--- src/rtl/vec_intc_pkg.sv ---
package vec_intc_pkg;

   localparam int BUS_AW = 12;
   localparam int BUS_DW = 32;

   localparam logic [BUS_AW-1:0] OFS_IRQ_STAT = 12'h000;
   localparam logic [BUS_AW-1:0] OFS_FIQ_STAT = 12'h004;
   localparam logic [BUS_AW-1:0] OFS_RAW_STAT = 12'h008;
   localparam logic [BUS_AW-1:0] OFS_ROUTE    = 12'h00C;
   localparam logic [BUS_AW-1:0] OFS_EN_SET   = 12'h010;
   localparam logic [BUS_AW-1:0] OFS_EN_CLR   = 12'h014;
   localparam logic [BUS_AW-1:0] OFS_SW_SET   = 12'h018;
   localparam logic [BUS_AW-1:0] OFS_SW_CLR   = 12'h01C;
   localparam logic [BUS_AW-1:0] OFS_PROT     = 12'h020;
   localparam logic [BUS_AW-1:0] OFS_CUR_VEC  = 12'h030;
   localparam logic [BUS_AW-1:0] OFS_DEF_VEC  = 12'h034;
   localparam logic [3:0]        PAGE_VADDR   = 4'h1;
   localparam logic [3:0]        PAGE_VCTRL   = 4'h2;
   localparam logic [7:0]        ID_ROW       = 8'hFE;

   typedef enum logic [3:0] {
      RS_NONE,
      RS_IRQ_STAT,
      RS_FIQ_STAT,
      RS_RAW_STAT,
      RS_ROUTE,
      RS_EN_SET,
      RS_EN_CLR,
      RS_SW_SET,
      RS_SW_CLR,
      RS_PROT,
      RS_CUR_VEC,
      RS_DEF_VEC,
      RS_VADDR,
      RS_VCTRL,
      RS_ID
   } reg_sel_e;

   function automatic reg_sel_e decode_reg(input logic [BUS_AW-1:0] a);
      reg_sel_e r;
      r = RS_NONE;
      case (a)
         OFS_IRQ_STAT: r = RS_IRQ_STAT;
         OFS_FIQ_STAT: r = RS_FIQ_STAT;
         OFS_RAW_STAT: r = RS_RAW_STAT;
         OFS_ROUTE:    r = RS_ROUTE;
         OFS_EN_SET:   r = RS_EN_SET;
         OFS_EN_CLR:   r = RS_EN_CLR;
         OFS_SW_SET:   r = RS_SW_SET;
         OFS_SW_CLR:   r = RS_SW_CLR;
         OFS_PROT:     r = RS_PROT;
         OFS_CUR_VEC:  r = RS_CUR_VEC;
         OFS_DEF_VEC:  r = RS_DEF_VEC;
         default: begin
            if (a[1:0] == 2'b00) begin
               if (a[11:8] == PAGE_VADDR)      r = RS_VADDR;
               else if (a[11:8] == PAGE_VCTRL) r = RS_VCTRL;
               else if (a[11:4] == ID_ROW)     r = RS_ID;
            end
         end
      endcase
      return r;
   endfunction

endpackage

--- src/rtl/vec_intc_srcregs.sv ---
module vec_intc_srcregs
   import vec_intc_pkg::*;
#(
   parameter int NSRC = 32
) (
   input  logic            clk,
   input  logic            rst_n,
   input  logic            wr_en,
   input  reg_sel_e        rsel,
   input  logic [NSRC-1:0] wdata,
   input  logic            prot_wbit,
   input  logic [NSRC-1:0] src_in,
   output logic [NSRC-1:0] en_q,
   output logic [NSRC-1:0] sel_q,
   output logic [NSRC-1:0] soft_q,
   output logic            prot_q,
   output logic [NSRC-1:0] raw,
   output logic [NSRC-1:0] irq_stat,
   output logic [NSRC-1:0] fiq_stat
);

   logic en_set_w, en_clr_w, sw_set_w, sw_clr_w, route_w;

   assign en_set_w = wr_en && (rsel == RS_EN_SET);
   assign en_clr_w = wr_en && (rsel == RS_EN_CLR);
   assign sw_set_w = wr_en && (rsel == RS_SW_SET);
   assign sw_clr_w = wr_en && (rsel == RS_SW_CLR);
   assign route_w  = wr_en && (rsel == RS_ROUTE);

   // one set/clear cell per source for the enable and software masks
   for (genvar gi = 0; gi < NSRC; gi++) begin : g_src
      always_ff @(posedge clk or negedge rst_n) begin
         if (!rst_n) begin
            en_q[gi]   <= 1'b0;
            soft_q[gi] <= 1'b0;
            sel_q[gi]  <= 1'b0;
         end else begin
            if (en_set_w && wdata[gi])      en_q[gi] <= 1'b1;
            else if (en_clr_w && wdata[gi]) en_q[gi] <= 1'b0;
            if (sw_set_w && wdata[gi])      soft_q[gi] <= 1'b1;
            else if (sw_clr_w && wdata[gi]) soft_q[gi] <= 1'b0;
            if (route_w)                    sel_q[gi] <= wdata[gi];
         end
      end
   end

   always_ff @(posedge clk or negedge rst_n) begin
      if (!rst_n)                               prot_q <= 1'b0;
      else if (wr_en && (rsel == RS_PROT))      prot_q <= prot_wbit;
   end

   assign raw      = src_in | soft_q;
   assign irq_stat = raw & en_q & ~sel_q;
   assign fiq_stat = raw & en_q & sel_q;

endmodule

--- src/rtl/vec_intc_slots.sv ---
module vec_intc_slots #(
   parameter  int NSRC   = 32,
   parameter  int NSLOT  = 16,
   parameter  int VEC_W  = 32,
   parameter  int LVL_W  = 5,
   localparam int SRC_W  = $clog2(NSRC),
   localparam int SLOT_W = $clog2(NSLOT),
   localparam int CTRL_W = SRC_W + 1
) (
   input  logic              clk,
   input  logic              rst_n,
   input  logic              wr_addr,
   input  logic              wr_ctrl,
   input  logic [SLOT_W-1:0] idx,
   input  logic [31:0]       wdata,
   input  logic [NSRC-1:0]   irq_stat,
   input  logic [LVL_W-1:0]  cur_lvl,
   output logic [VEC_W-1:0]  rd_vaddr,
   output logic [CTRL_W-1:0] rd_ctrl,
   output logic [NSLOT-1:0]  grant,
   output logic              hit_any,
   output logic [SLOT_W-1:0] hit_idx,
   output logic [VEC_W-1:0]  hit_addr
);

   logic [VEC_W-1:0] vaddr_q [NSLOT];
   logic [SRC_W-1:0] src_q   [NSLOT];
   logic [NSLOT-1:0] on_q;
   logic [NSLOT-1:0] hit;

   for (genvar gk = 0; gk < NSLOT; gk++) begin : g_slot
      always_ff @(posedge clk or negedge rst_n) begin
         if (!rst_n) begin
            vaddr_q[gk] <= '0;
            src_q[gk]   <= '0;
            on_q[gk]    <= 1'b0;
         end else begin
            if (wr_addr && (idx == SLOT_W'(gk))) vaddr_q[gk] <= wdata[VEC_W-1:0];
            if (wr_ctrl && (idx == SLOT_W'(gk))) begin
               src_q[gk] <= wdata[SRC_W-1:0];
               on_q[gk]  <= wdata[SRC_W];
            end
         end
      end
      // a slot competes only above the most urgent level already in service
      assign hit[gk] = on_q[gk] && irq_stat[src_q[gk]] && (LVL_W'(gk) < cur_lvl);
   end

   // isolate the lowest-numbered competing slot
   assign grant   = hit & (~hit + NSLOT'(1));
   assign hit_any = |hit;

   always_comb begin
      hit_idx  = '0;
      hit_addr = '0;
      for (int k = 0; k < NSLOT; k++) begin
         if (grant[k]) begin
            hit_idx  = hit_idx | SLOT_W'(k);
            hit_addr = hit_addr | vaddr_q[k];
         end
      end
   end

   assign rd_vaddr = vaddr_q[idx];
   assign rd_ctrl  = {on_q[idx], src_q[idx]};

endmodule

--- src/rtl/vec_intc_nest.sv ---
module vec_intc_nest #(
   parameter  int NLEV  = 17,
   localparam int LVL_W = $clog2(NLEV + 1)
) (
   input  logic             clk,
   input  logic             rst_n,
   input  logic             push,
   input  logic [LVL_W-1:0] push_lvl,
   input  logic             pop,
   output logic [NLEV-1:0]  svc_q,
   output logic [LVL_W-1:0] cur_lvl,
   output logic             idle
);

   // pushes only ever add a more urgent level than any present, so the set of
   // in-service levels behaves as a stack whose top is its lowest set bit
   always_ff @(posedge clk or negedge rst_n) begin
      if (!rst_n)    svc_q <= '0;
      else if (push) svc_q <= svc_q | (NLEV'(1) << push_lvl);
      else if (pop)  svc_q <= svc_q & (svc_q - NLEV'(1));
   end

   always_comb begin
      cur_lvl = LVL_W'(NLEV);
      for (int k = NLEV - 1; k >= 0; k--) begin
         if (svc_q[k]) cur_lvl = LVL_W'(k);
      end
   end

   assign idle = (svc_q == '0);

endmodule

--- src/rtl/vec_intc.sv ---
module vec_intc
   import vec_intc_pkg::*;
#(
   parameter int          NSRC    = 32,
   parameter int          NSLOT   = 16,
   parameter int          VEC_W   = 32,
   parameter logic [31:0] ID_WORD = 32'h0A1E_7C42
) (
   input  logic            clk,
   input  logic            rst_n,
   input  logic            bus_en,
   input  logic            bus_we,
   input  logic [11:0]     bus_addr,
   input  logic [31:0]     bus_wdata,
   output logic [31:0]     bus_rdata,
   input  logic [NSRC-1:0] src_in,
   output logic            irq_o,
   output logic            fiq_o
);

   localparam int SRC_W  = $clog2(NSRC);
   localparam int SLOT_W = $clog2(NSLOT);
   localparam int CTRL_W = SRC_W + 1;
   localparam int NLEV   = NSLOT + 1;
   localparam int LVL_W  = $clog2(NLEV + 1);
   localparam int DEF_LV = NSLOT;

   if (NSRC < 2 || NSRC > BUS_DW || (1 << SRC_W) != NSRC) begin : g_bad_nsrc
      $error("NSRC must be a power of two between 2 and the bus width");
   end
   if (NSLOT < 2 || NSLOT > 64 || (1 << SLOT_W) != NSLOT) begin : g_bad_nslot
      $error("NSLOT must be a power of two between 2 and 64");
   end
   if (VEC_W < 1 || VEC_W > BUS_DW) begin : g_bad_vecw
      $error("VEC_W must lie between 1 and the bus width");
   end
   if (CTRL_W > BUS_DW) begin : g_bad_ctrl
      $error("slot control word does not fit the bus");
   end

   reg_sel_e          rsel;
   logic              wr_en, rd_vec, pop, push, slot_ok;
   logic [SLOT_W-1:0] slot_idx;

   assign rsel     = decode_reg(bus_addr);
   assign wr_en    = bus_en && bus_we;
   assign rd_vec   = bus_en && !bus_we && (rsel == RS_CUR_VEC);
   assign pop      = wr_en && (rsel == RS_CUR_VEC);
   assign slot_idx = bus_addr[SLOT_W+1:2];
   assign slot_ok  = ({2'b00, bus_addr[7:2]} < 8'(NSLOT));

   logic [NSRC-1:0] en_q, sel_q, soft_q, raw, irq_stat, fiq_stat;
   logic            prot_q;

   vec_intc_srcregs #(.NSRC(NSRC)) u_srcregs (
      .clk      (clk),
      .rst_n    (rst_n),
      .wr_en    (wr_en),
      .rsel     (rsel),
      .wdata    (bus_wdata[NSRC-1:0]),
      .prot_wbit(bus_wdata[0]),
      .src_in   (src_in),
      .en_q     (en_q),
      .sel_q    (sel_q),
      .soft_q   (soft_q),
      .prot_q   (prot_q),
      .raw      (raw),
      .irq_stat (irq_stat),
      .fiq_stat (fiq_stat)
   );

   logic [VEC_W-1:0] def_q;

   always_ff @(posedge clk or negedge rst_n) begin
      if (!rst_n)                              def_q <= '0;
      else if (wr_en && (rsel == RS_DEF_VEC))  def_q <= bus_wdata[VEC_W-1:0];
   end

   logic [NLEV-1:0]   svc_q;
   logic [LVL_W-1:0]  cur_lvl;
   logic              idle;
   logic [VEC_W-1:0]  rd_vaddr, hit_addr;
   logic [CTRL_W-1:0] rd_ctrl;
   logic [NSLOT-1:0]  slot_grant;
   logic              hit_any;
   logic [SLOT_W-1:0] hit_idx;

   vec_intc_slots #(
      .NSRC (NSRC),
      .NSLOT(NSLOT),
      .VEC_W(VEC_W),
      .LVL_W(LVL_W)
   ) u_slots (
      .clk     (clk),
      .rst_n   (rst_n),
      .wr_addr (wr_en && (rsel == RS_VADDR) && slot_ok),
      .wr_ctrl (wr_en && (rsel == RS_VCTRL) && slot_ok),
      .idx     (slot_idx),
      .wdata   (bus_wdata),
      .irq_stat(irq_stat),
      .cur_lvl (cur_lvl),
      .rd_vaddr(rd_vaddr),
      .rd_ctrl (rd_ctrl),
      .grant   (slot_grant),
      .hit_any (hit_any),
      .hit_idx (hit_idx),
      .hit_addr(hit_addr)
   );

   logic             dflt_entry;
   logic [LVL_W-1:0] push_lvl;
   logic [VEC_W-1:0] vec_out;

   // the default level enters service only from an empty stack
   assign dflt_entry = idle && (irq_stat != '0);
   assign push       = rd_vec && (hit_any || dflt_entry);
   assign push_lvl   = hit_any ? LVL_W'(hit_idx) : LVL_W'(DEF_LV);
   assign vec_out    = hit_any ? hit_addr : def_q;

   vec_intc_nest #(.NLEV(NLEV)) u_nest (
      .clk     (clk),
      .rst_n   (rst_n),
      .push    (push),
      .push_lvl(push_lvl),
      .pop     (pop),
      .svc_q   (svc_q),
      .cur_lvl (cur_lvl),
      .idle    (idle)
   );

   assign irq_o = hit_any || dflt_entry;
   assign fiq_o = (fiq_stat != '0);

   always_comb begin
      bus_rdata = '0;
      case (rsel)
         RS_IRQ_STAT: bus_rdata = 32'(irq_stat);
         RS_FIQ_STAT: bus_rdata = 32'(fiq_stat);
         RS_RAW_STAT: bus_rdata = 32'(raw);
         RS_ROUTE:    bus_rdata = 32'(sel_q);
         RS_EN_SET:   bus_rdata = 32'(en_q);
         RS_SW_SET:   bus_rdata = 32'(soft_q);
         RS_PROT:     bus_rdata = {31'b0, prot_q};
         RS_CUR_VEC:  bus_rdata = 32'(vec_out);
         RS_DEF_VEC:  bus_rdata = 32'(def_q);
         RS_VADDR:    if (slot_ok) bus_rdata = 32'(rd_vaddr);
         RS_VCTRL:    if (slot_ok) bus_rdata = 32'(rd_ctrl);
         RS_ID:       bus_rdata = {24'b0, ID_WORD[8*bus_addr[3:2] +: 8]};
         default:     bus_rdata = '0;
      endcase
   end

endmodule

--- config.mk ---
export PLATFORM = sky130hd
export DESIGN_NAME = vec_intc
export DESIGN_NICKNAME = d
export VERILOG_FILES = /design/src/rtl/vec_intc_pkg.sv /design/src/rtl/vec_intc_srcregs.sv /design/src/rtl/vec_intc_slots.sv /design/src/rtl/vec_intc_nest.sv /design/src/rtl/vec_intc.sv
export SDC_FILE = /design/constraint.sdc
export NUM_CORES = 2
export LEC_CHECK = 0
export BUFFER_PORTS_ARGS = -buffer_cell sky130_fd_sc_hd__buf_4
export CORE_AREA = 8 8 384 293
export DETAILED_ROUTE_END_ITERATION = 10
export DIE_AREA = 0 0 392 301
export PLACE_DENSITY_LB_ADDON = 0.08
export SLEW_MARGIN = 20
export SYNTH_ARGS = -nofsm -noshare
export SYNTH_HDL_FRONTEND = slang
export SYNTH_SLANG_ARGS = --single-unit
--- constraint.sdc ---
create_clock -name clk -period 5.7 [get_ports clk]
set_clock_uncertainty 0.2 [all_clocks]
set_input_delay 0.57 -clock clk [delete_from_list [all_inputs] [get_ports clk]]
set_output_delay 0.57 -clock clk [all_outputs]
set_load 0.05 [all_outputs]
==> qor_table.md <==
| Metric | Value |
| --- | --- |
| First-pass GRT wire length | 371800 um |
| Number of hold violations in the final report | 0 |
| Library cell with the largest summed area after synthesis | sky130_fd_sc_hd__dfrtp_1 |
| Clock latency on the worst-skew pair | 0.72 ns |
| Final setup violation count | 24 |
| Violated checks | negative setup slack |
| Detailed Route Iter0 Violations | 7979 |
| Number of sinks on the clock net | 754 |
| RSZ-0062 raised after global routing | true |
| Headroom to the max-slew limit | 24.43% |
| Maximum VDD drop | 0.0002574 V |
| Synthesized area per cell | 11.07 sq um |
| Yosys warns | 0 |
| Worst Setup Slack, final | -0.1568 ns |
| Core box area | 106200 sq um |
| Final Max Tran Viols | 0 |
| Top FF cell, synth | sky130_fd_sc_hd__dfrtp_1 |
| Post-Synthesis Net Count | 4368 |
| DPL Wire Length | 200800 um |
| Total Die Area | 118000 sq um |
| Initial Utilization | 44.63% |
| Routed wire length | 272000 um |
| Post-synthesis async set-or-reset flop share | 100.0% |
| Pin count of the biggest net entering global routing | 168 |
| Result of the run | finished, violations left |
| Synthesized instance count | 4282 |
| Clock edge transition at the registers on the reported setup and hold paths | 0.06 ns |
| Final worst-path cycle share | 102.8% |
| IO Pins | 114 |
| Area fraction in compound gates after synthesis | 16.00% |
| Arrival time of the worst setup path | 5.09 ns |
| Critical path data required time | 4.93 ns |
| Count of input and output buffers | 113 |
| Leakage power | 26.04 nW |
| Number of buffers inserted during clock tree synthesis | 83 |
| Pwr per Cell Area | 198.8 nW/um^2 |
| Number of synthesized register bits | 754 |
| Via density | 7.362 |
| Max clock buf depth | 3 |
| Arithmetic-cell share of the synthesized area counting full adders, half adders and majority gates | 0.1584% |
| Area after detailed placement | 54790 sq um |
| Growth of design area from synthesis to finish | 26.34% |
| Die Height | 301 um |
| Number of nets in the finished design | 4901 |
| Cell row count | 104 |
| Global route total overflow | 0 |
| Clock period minus final worst setup slack | 5.857 ns |
| Sequential-to-total area share from yosys stat | 39.81% |
| Worst-Margin Slew | 1.130 ns |
| Share of layout cells above drive strength 1 | 45.20% |
| Final core utilization | 56.39% |
| CTS tree | yes |
| MaxCap Viol Count | 0 |
| Class of the tightest hold or removal check | in2reg |
| Largest family of logic cells by synthesized area | multiplexers |
| H-tree level count | 3 |
| Via Count | 46.56k |
| Overall die width | 392 um |
| Fraction of synthesized cell area taken by the top area cell type | 39.81% |
| Design area | 59880 sq um |
| Worst-path fanout max | 15 |
| Distinct cells, synth | 111 |
| # DRC | 0 |
| Top cells by area in the synthesized netlist | sky130_fd_sc_hd__dfrtp_1, sky130_fd_sc_hd__mux2_2, sky130_fd_sc_hd__mux4_2 |
| Total track usage | 44.90% |
| Synthesized-area fraction occupied by xor and xnor cells | 0.01848% |
| EDFF count, synth | 0 |
| Wire length per cell | 43.01 um |
| Number of global-route vias before repair | 43.79k |
| Simple-gate portion of the synthesized area | 12.89% |
| Post-synthesis cell area | 47390 sq um |
| Total iterations of the first detailed-routing run | 8 |
| Total negative setup slack | -1.107 ns |
| Achievable frequency | 170.7 MHz |
| Final antenna-violating net count | 0 |
| Crit Path Category | reg2out |
| RD Place Congestion | 1.118 |
| Antenna violations before repair | 36 |
| Sort of element at the end of the critical path | output pin |
| Cell chosen for the clock root | sky130_fd_sc_hd__clkbuf_16 |
| Element type at the critical path start | flip-flop |
| Mux cell area share after synthesis | 26.88% |
power by group:
group	switching (mW)	internal (mW)	total, mW
Clock	2.55	3.29	5.84
Sequential	0.0199	5.37	5.39
Combinational	0.484	0.187	0.671
Total	3.06	8.85	11.9
cell type report:
cell class	count	area (sq um)
multi-input cells	3050	28280
repair buffers	854	7717
clock buffers	116	2432
well taps	1431	1790
diodes	14	35.03
clock inverters	34	465.4
inverters	72	274.0
flip-flops and latches	754	18890
fillers	9195	46300
critical path: stages (launching register included):
cell                        delay (ns)
sky130_fd_sc_hd__dfrtp_1          0.46
sky130_fd_sc_hd__o21ai_4          0.14
sky130_fd_sc_hd__nand2b_1         0.39
sky130_fd_sc_hd__buf_4            0.28
sky130_fd_sc_hd__mux4_2           0.48
sky130_fd_sc_hd__a211oi_1         0.27
sky130_fd_sc_hd__nand4b_1         0.27
sky130_fd_sc_hd__buf_4            0.22
sky130_fd_sc_hd__nor4bb_4         0.15
sky130_fd_sc_hd__buf_12           0.16
sky130_fd_sc_hd__buf_4            0.24
sky130_fd_sc_hd__a22oi_1          0.15
sky130_fd_sc_hd__nor2_1           0.06
sky130_fd_sc_hd__a2111oi_1        0.41
sky130_fd_sc_hd__and3_1           0.26
sky130_fd_sc_hd__a31oi_2          0.16
sky130_fd_sc_hd__buf_6            0.20
through the flow:
step	power, mW	setup slack [ns]	hold slack, ns	instances
2_1_floorplan	5.738	0.07061	0.07441	4282
3_3_place_gp	6.134	-0.5776	0.3069	6105
3_5_place_dp	6.135	-0.5108	0.3071	6105
4_1_cts	11.91	-0.002004	0.04037	6281
5_1_grt	12.15	-0.1036	0.05698	6313
6_report	11.90	-0.1568	0.07207	6325
routing by layer:
metal  GRT usage [%]  vias up  wire [um]
li1                -    17780          -
met1           62.70    23980     108000
met2           57.80     4014     104000
met3           23.96      754      47100
met4           16.69       40      12460
met5          0.6196        -        504
final timing paths:
path | start | endpoint | slack [ns] | cells past startpoint
setup / recovery | u_srcregs.en_q[14] | bus_rdata[26] | -0.16 | 16
hold / removal | bus_wdata[17] | u_slots.vaddr_q[305] | 0.07 | 3
setup reg to reg | u_srcregs.en_q[28] | u_nest.svc_q[0] | 1.01 | 17
hold reg to reg | u_srcregs.prot_q | u_srcregs.prot_q | 0.33 | 1
max in group asynchronous | rst_n | u_srcregs.sel_q[11] | 3.41 | 3
min in group asynchronous | rst_n | u_slots.src_q[19] | 0.26 | 2
synthesized netlist by cell type (all sizes together) (57+ instances only):
master / count
dfrtp: 754
mux2: 641
nand2: 318
clkbuf: 267
mux4: 242
nor3: 181
o21ai: 179
nor2: 161
buf: 139
a22o: 117
a21oi: 104
nand3: 99
inv: 68
a211oi: 62
a2111oi: 61
nand2b: 59
a22oi: 57
placed cells by master, fill, tap and decap left out, types with 96 or more instances in the layout:
master	n
sky130_fd_sc_hd__a21oi_1	100
sky130_fd_sc_hd__nand3_1	96
sky130_fd_sc_hd__nand2_1	312
sky130_fd_sc_hd__a22o_1	116
sky130_fd_sc_hd__buf_4	711
sky130_fd_sc_hd__o21ai_0	142
sky130_fd_sc_hd__nor3_1	146
sky130_fd_sc_hd__nor2_1	130
sky130_fd_sc_hd__dfrtp_1	738
sky130_fd_sc_hd__mux2_2	640
sky130_fd_sc_hd__mux4_2	242
kinds of logic (layout without fill, tap and decap cells):
logic type,count (synthesis),count (layout)
muxes,890,890
other,0,14
xor gates and xnor gates,1,1
buffers and inverters,478,1076
adders and majority gates,6,6
and+or+nand+nor,1151,1151
AOI/OAI and AO/OA,1002,1002
DFF,754,754
sequential cells by signal (all words and copies together), names as in the netlist:
register,flops
u_slots.vaddr_q,512
u_slots.src_q,80
def_q,32
u_srcregs.en_q,32
u_srcregs.sel_q,32
u_srcregs.soft_q,32
u_nest.svc_q,17
u_slots.on_q,16
u_srcregs.prot_q,1
timing repair:
action                     in CTS  in global routing
setup endpoints to repair      33                 32
buffers inserted               24                 31
hold endpoints to repair       76                  0
cloned                          1                  1
gates resized for setup       174                173
pin swaps                      33                 55
hold buffers                    1                  0
Note: power is estimated with default switching activity, not from simulation.
